--- src/rtl/fe_pkg.sv ---
package fe_pkg;
  typedef enum logic [1:0] {
    SEL_IDLE = 2'd0,
    SEL_SEC  = 2'd1,
    SEL_MIN  = 2'd2,
    SEL_HR   = 2'd3
  } sel_state_t;

  localparam int FIELD_CNT = 3;

  function automatic logic [FIELD_CNT-1:0] state_to_onehot(sel_state_t s);
    logic [FIELD_CNT-1:0] oh;
    oh = '0;
    case (s)
      SEL_SEC: oh[0] = 1'b1;
      SEL_MIN: oh[1] = 1'b1;
      SEL_HR:  oh[2] = 1'b1;
      default: oh = '0;
    endcase
    return oh;
  endfunction
endpackage

--- src/rtl/fe_edge_det.sv ---
module fe_edge_det (
  input  logic clk,
  input  logic rst_n,
  input  logic lvl_i,
  output logic rise_o
);
  logic lvl_q;

  always_ff @(posedge clk or negedge rst_n) begin
    if (!rst_n) lvl_q <= 1'b0;
    else        lvl_q <= lvl_i;
  end

  assign rise_o = lvl_i && !lvl_q;
endmodule

--- src/rtl/fe_hold_timer.sv ---
module fe_hold_timer #(
  parameter int HOLD_CYC = 50_000_000
) (
  input  logic clk,
  input  logic rst_n,
  input  logic lvl_i,
  input  logic arm_i,
  output logic done_o
);
  localparam int CW = $clog2(HOLD_CYC + 1);
  localparam logic [CW-1:0] CNT_MAX  = CW'(HOLD_CYC);
  localparam logic [CW-1:0] CNT_LAST = CW'(HOLD_CYC - 1);

  logic [CW-1:0] cnt_q;

  // A press that starts outside idle saturates the count, so it can never fire.
  always_ff @(posedge clk or negedge rst_n) begin
    if (!rst_n)              cnt_q <= '0;
    else if (!lvl_i)         cnt_q <= '0;
    else if (!arm_i)         cnt_q <= CNT_MAX;
    else if (cnt_q != CNT_MAX) cnt_q <= cnt_q + 1'b1;
  end

  assign done_o = lvl_i && arm_i && (cnt_q == CNT_LAST);
endmodule

--- src/rtl/fe_flash_gen.sv ---
module fe_flash_gen #(
  parameter int PERIOD = 25_000_000,
  parameter int ON_CYC = 20_000_000
) (
  input  logic clk,
  input  logic rst_n,
  input  logic restart_i,
  output logic visible_o
);
  localparam int PW = (PERIOD > 1) ? $clog2(PERIOD) : 1;
  localparam logic [PW-1:0] PH_LAST = PW'(PERIOD - 1);
  localparam logic [PW-1:0] PH_ON   = PW'(ON_CYC);

  logic [PW-1:0] ph_q;

  always_ff @(posedge clk or negedge rst_n) begin
    if (!rst_n)              ph_q <= '0;
    else if (restart_i)      ph_q <= '0;
    else if (ph_q == PH_LAST) ph_q <= '0;
    else                     ph_q <= ph_q + 1'b1;
  end

  assign visible_o = (ph_q < PH_ON);
endmodule

--- src/rtl/fe_sel_fsm.sv ---
module fe_sel_fsm
  import fe_pkg::*;
(
  input  logic       clk,
  input  logic       rst_n,
  input  logic       rise_i,
  input  logic       long_i,
  output sel_state_t state_o,
  output logic       change_o
);
  sel_state_t state_q, state_n;

  always_comb begin
    state_n = state_q;
    case (state_q)
      SEL_IDLE: if (long_i) state_n = SEL_SEC;
      SEL_SEC:  if (rise_i) state_n = SEL_MIN;
      SEL_MIN:  if (rise_i) state_n = SEL_HR;
      SEL_HR:   if (rise_i) state_n = SEL_IDLE;
      default:  state_n = SEL_IDLE;
    endcase
  end

  always_ff @(posedge clk or negedge rst_n) begin
    if (!rst_n) state_q <= SEL_IDLE;
    else        state_q <= state_n;
  end

  assign state_o  = state_q;
  assign change_o = (state_n != state_q);
endmodule

--- src/rtl/field_edit_ctrl.sv ---
module field_edit_ctrl
  import fe_pkg::*;
#(
  parameter int CLK_HZ = 50_000_000
) (
  input  logic                 clk,
  input  logic                 rst_n,
  input  logic                 mode_btn,
  output logic [FIELD_CNT-1:0] field_sel,
  output logic [FIELD_CNT-1:0] disp_en
);
  localparam int HOLD_CYC  = CLK_HZ;
  localparam int FLASH_PER = CLK_HZ / 2;
  localparam int FLASH_ON  = (FLASH_PER * 4) / 5;

  logic       rise, long_hit, sel_change, visible;
  sel_state_t state;

  fe_edge_det u_edge (
    .clk    (clk),
    .rst_n  (rst_n),
    .lvl_i  (mode_btn),
    .rise_o (rise)
  );

  fe_hold_timer #(.HOLD_CYC(HOLD_CYC)) u_hold (
    .clk    (clk),
    .rst_n  (rst_n),
    .lvl_i  (mode_btn),
    .arm_i  (state == SEL_IDLE),
    .done_o (long_hit)
  );

  fe_sel_fsm u_fsm (
    .clk      (clk),
    .rst_n    (rst_n),
    .rise_i   (rise),
    .long_i   (long_hit),
    .state_o  (state),
    .change_o (sel_change)
  );

  fe_flash_gen #(.PERIOD(FLASH_PER), .ON_CYC(FLASH_ON)) u_flash (
    .clk       (clk),
    .rst_n     (rst_n),
    .restart_i (sel_change),
    .visible_o (visible)
  );

  assign field_sel = state_to_onehot(state);

  for (genvar g = 0; g < FIELD_CNT; g++) begin : g_field_en
    assign disp_en[g] = !field_sel[g] || visible;
  end
endmodule

--- config.mk ---
export PLATFORM = sky130hd
export DESIGN_NAME = field_edit_ctrl
export DESIGN_NICKNAME = d
export VERILOG_FILES = /design/src/rtl/fe_pkg.sv /design/src/rtl/fe_edge_det.sv /design/src/rtl/fe_hold_timer.sv /design/src/rtl/fe_flash_gen.sv /design/src/rtl/fe_sel_fsm.sv /design/src/rtl/field_edit_ctrl.sv
export SDC_FILE = /design/constraint.sdc
export NUM_CORES = 1
export LEC_CHECK = 0
export BUFFER_PORTS_ARGS = -buffer_cell sky130_fd_sc_hd__buf_2
export CAP_MARGIN = 20
export CORE_ASPECT_RATIO = 2
export CORE_MARGIN = 2
export CORE_UTILIZATION = 35
export DETAILED_ROUTE_END_ITERATION = 7
export GPL_TIMING_DRIVEN = 1
export PLACE_DENSITY = 0.6
export SLEW_MARGIN = 10
export SYNTH_ARGS = -nofsm -noshare
export SYNTH_HDL_FRONTEND = slang
export SYNTH_SLANG_ARGS = --single-unit
--- constraint.sdc ---
create_clock -name clk -period 2.26 [get_ports clk]
set_input_delay 0.339 -clock clk [delete_from_list [all_inputs] [get_ports clk]]
set_output_delay 0.339 -clock clk [all_outputs]
set_load 0.03 [all_outputs]
==> reports/summary.txt <==
Routed len/inst -> 15.3 microns
Number of sinks driven by the clock tree -> 54
Post-Synthesis Cell Area -> 2900 sq um
Power Density -> 574 nW/um^2
Final setup skew -> 0.00442 ns
Final core utilization -> 40.6%
Critical Path Fanout Max -> 6
PnR Total Power -> 1.91 mW
Path category of the worst min-delay check -> primary input to flop
Total global routing track utilization -> 15.9%
Fin. max-slew vios -> 0
Clock insertion delay at the later pin of the skew report -> 0.30 ns
Average instance area after synthesis -> 9.60 sq um
Worst max-slew margin expressed relative to the limit -> 65.0%
Buffers added on ports -> 8
Largest net degree at the start of global routing -> 50
Critical path's top delay family -> compound AO/OA/AOI/OAI gates
Horizontal die dimension -> 68.3 microns
Post-detailed-route DRC marker count -> 0
Post-DP HPWL -> 4610 microns
Data required time of the critical path -> 1.92 ns
Post-route ant nets -> 0
Minimum clock period -> 2.16 ns
Synth Net Count -> 308
Number of register bits inferred by synthesis -> 54
Startpoint types -> flop
Via count of the first global-routing pass -> 2,337
Cell Rows -> 47
Placer congestion estimate -> 0.845
Arr. time, crit path -> 1.82 ns
GR Layer Usage met2 -> 29.0%
Vias per cell -> 5.35
Nature of the critical path endpoint -> primary output
Total number of yosys warnings -> 0
Number of antenna violations at the first check in global routing -> 0
Chain of cells forming the critical path -> o2111ai_1, nand3_1, a2111oi_4, o21ai_2, nand3_1, clkbuf_4
Setup repair after global routing missed its margin -> no
Count of mapped cells out of synthesis -> 302
Unique masters post-synth -> 34
Wire length of the first global-routing pass -> 11,000 microns
Starting utilization of the core area -> 35.5%
Ratio of cells with drive above 1 in the final layout -> 11.8%
Global routing met3 resource utilization -> 2.64%
Most used flip-flop cell after synthesis -> dfrtp_1
Classification of the worst setup path -> flop to primary output
Fin Setup TNS -> 0 ns
Overflow left after global routing -> 0
Worst VDD drop -> 0.337 mV
Gr busiest metal -> met2
Crit-path most repeated cell -> nand3_1
Area of all placed cells without fillers -> 3320 sq um
Vias post-DR -> 2,252
Part of the cycle the worst path needs -> 95.5%
Result of the run -> complete, no violations
Number of top-level pins -> 9
Maximum level of the CTS H-tree -> 2
Post-route worst hold slack -> 0.311 ns
Largest stage delay, worst path -> 0.45 ns
Clock-pin transition on the worst setup and hold timing paths -> 0.07 ns
First-iteration detailed-routing DRC count -> 104
Cell area after placement -> 3110 sq um
Layout Nets -> 328
Slowest cell on crit path -> dfrtp_2
Number of detailed-route iterations in the first pass -> 4
Core Footprint -> 8170 sq um
Number of enable-type register cells in the synthesized netlist -> 0
CTS Buf Count -> 5
Diodes inserted -> 0
Fill cell total of the finished layout -> 821
Global routing met1 resource utilization -> 16.3%
TritonCTS clock tree -> built
Number of buffer and inverter instances along the worst setup path -> 1
Area growth from synthesis to layout -> 14.5%
Max frequency -> 0.463 GHz
Clk Tree Root Cell -> clkbuf_16
Async set or reset register ratio after synthesis -> 100%
Part of the Yosys area used for sequential elements -> 46.6%
Total of endpoints with negative setup slack in the final report -> 0
Total wirelength of the detailed-routed design -> 6460 microns
Actual slew at the worst max-slew pin -> 0.521 ns
Total of max-cap violations -> 0
Area of the die -> 9070 sq um
Static leakage -> 1.37 nW
Max clock buf depth -> 2
Final number of hold-violating endpoints -> 0
Height of the die -> 133 microns
==> final timing paths <==
| kind | to | cells after the start | startpoint | slack, ns |
|---|---|---|---|---|
| setup / recovery | disp_en[2] | 6 | u_flash.ph_q[9] | 0.10 |
| min in group asynchronous | u_flash.ph_q[19] | 2 | rst_n | 0.41 |
| setup reg to reg | u_flash.ph_q[3] | 5 | u_hold.cnt_q[24] | 0.26 |
| max in group asynchronous | u_flash.ph_q[9] | 3 | rst_n | 1.35 |
| hold reg to reg | u_flash.ph_q[0] | 1 | u_flash.ph_q[0] | 0.53 |
| hold / removal | u_edge.lvl_q | 1 | mode_btn | 0.31 |
==> cell families (layout without fill, tap and decap cells) <==
family	after synthesis	in the layout	synth area share, %
xor+xnor	47	47	14.2
simple gates	158	158	29.5
fa+ha+maj	3	3	1.30
buf+inv	19	40	3.11
flops	54	54	46.6
mux	2	2	0.691
compound gates	19	19	4.58
==> area by class of cell <==
cell class / count / area (sq um) / area share [%]
tap: 98 / 123 / 3.70
inverter: 11 / 41.3 / 1.24
sequential: 54 / 1350 / 40.8
timing repair buffer: 21 / 158 / 4.75
clock buffer: 5 / 125 / 3.77
clock inverter: 3 / 40.0 / 1.21
multi-input combinational: 229 / 1480 / 44.6
==> cells in the mapped netlist (2+ instances only) <==
cell / n / area (sq um)
nor4bb_1: 2 / 20.0
mux2i_1: 2 / 20.0
nand4_4: 2 / 42.5
buf_6: 2 / 22.5
a21oi_1: 2 / 10.0
nand4_1: 5 / 31.3
nand4b_1: 2 / 17.5
and4_1: 7 / 61.3
xnor2_1: 36 / 315
nor3_1: 21 / 105
nor2b_1: 3 / 18.8
dfrtp_1: 54 / 1350
nor2_1: 47 / 176
and3_1: 6 / 37.5
xor2_1: 11 / 96.3
clkbuf_1: 5 / 18.8
ha_1: 3 / 37.5
and2_1: 2 / 12.5
nand4_2: 2 / 25.0
o21ai_0: 3 / 15.0
nor4_1: 9 / 56.3
a21boi_0: 12 / 90.1
inv_1: 11 / 41.3
nand2_1: 22 / 82.6
nand3_1: 22 / 110
==> cell usage in the layout (no fill, tap or decap), drive strengths merged <==
cell type and count:
bufinv 1, xnor2 36, nor2b 3, nor3 21
nand2 22, xor2 11, inv 11, and3 6
nand4 9, a2111oi 1, or4 1, dfrtp 54
buf 18, mux2i 2, and2 2, nand3b 1
or3 1, or3b 1, a21oi 2, nor4 9
dlygate4sd3 1, nand2b 1, a21boi 12, o2111ai 1
nor2 47, nor4bb 2, clkbuf 7, nand4b 2
ha 3, nand3 23, o21ai 3, clkinv 2
and4 7
==> stage by stage <==
stage	setup slack (ns)	std cells
after floorplan	0.351	302
after global placement	0.316	412
after detailed placement	0.266	412
after CTS	0.0184	421
after global routing	0.0230	421
final	0.102	421
==> power by group <==
part,internal (mW),switching [mW]
Clock,0.519,0.352
Sequential,0.971,0.00515
Combinational,0.0197,0.0389
==> sequential cells by signal, indices dropped and copies added, names as in the netlist <==
signal and cells:
u_edge.lvl_q 1, u_flash.ph_q 25, u_hold.cnt_q 26, u_fsm.state_o 2
==> layer usage <==
metal / wire (microns) / vias to the layer above
li1: - / 1084
met1: 2440 / 1117
met2: 3660 / 34
met3: 118 / 17
met4: 240 / 0
met5: 0 / -
==> repair_timing <==
action                                  4_1_cts  5_1_grt
endpoints found under the hold margin         5        0
gates resized for setup                       3        5
pin swaps                                     0        1
buffers inserted                              0        0
endpoints found under the setup margin        3        3
hold buffers                                  1        0
cloned                                        0        0
Power figures use the tool's default switching activity.
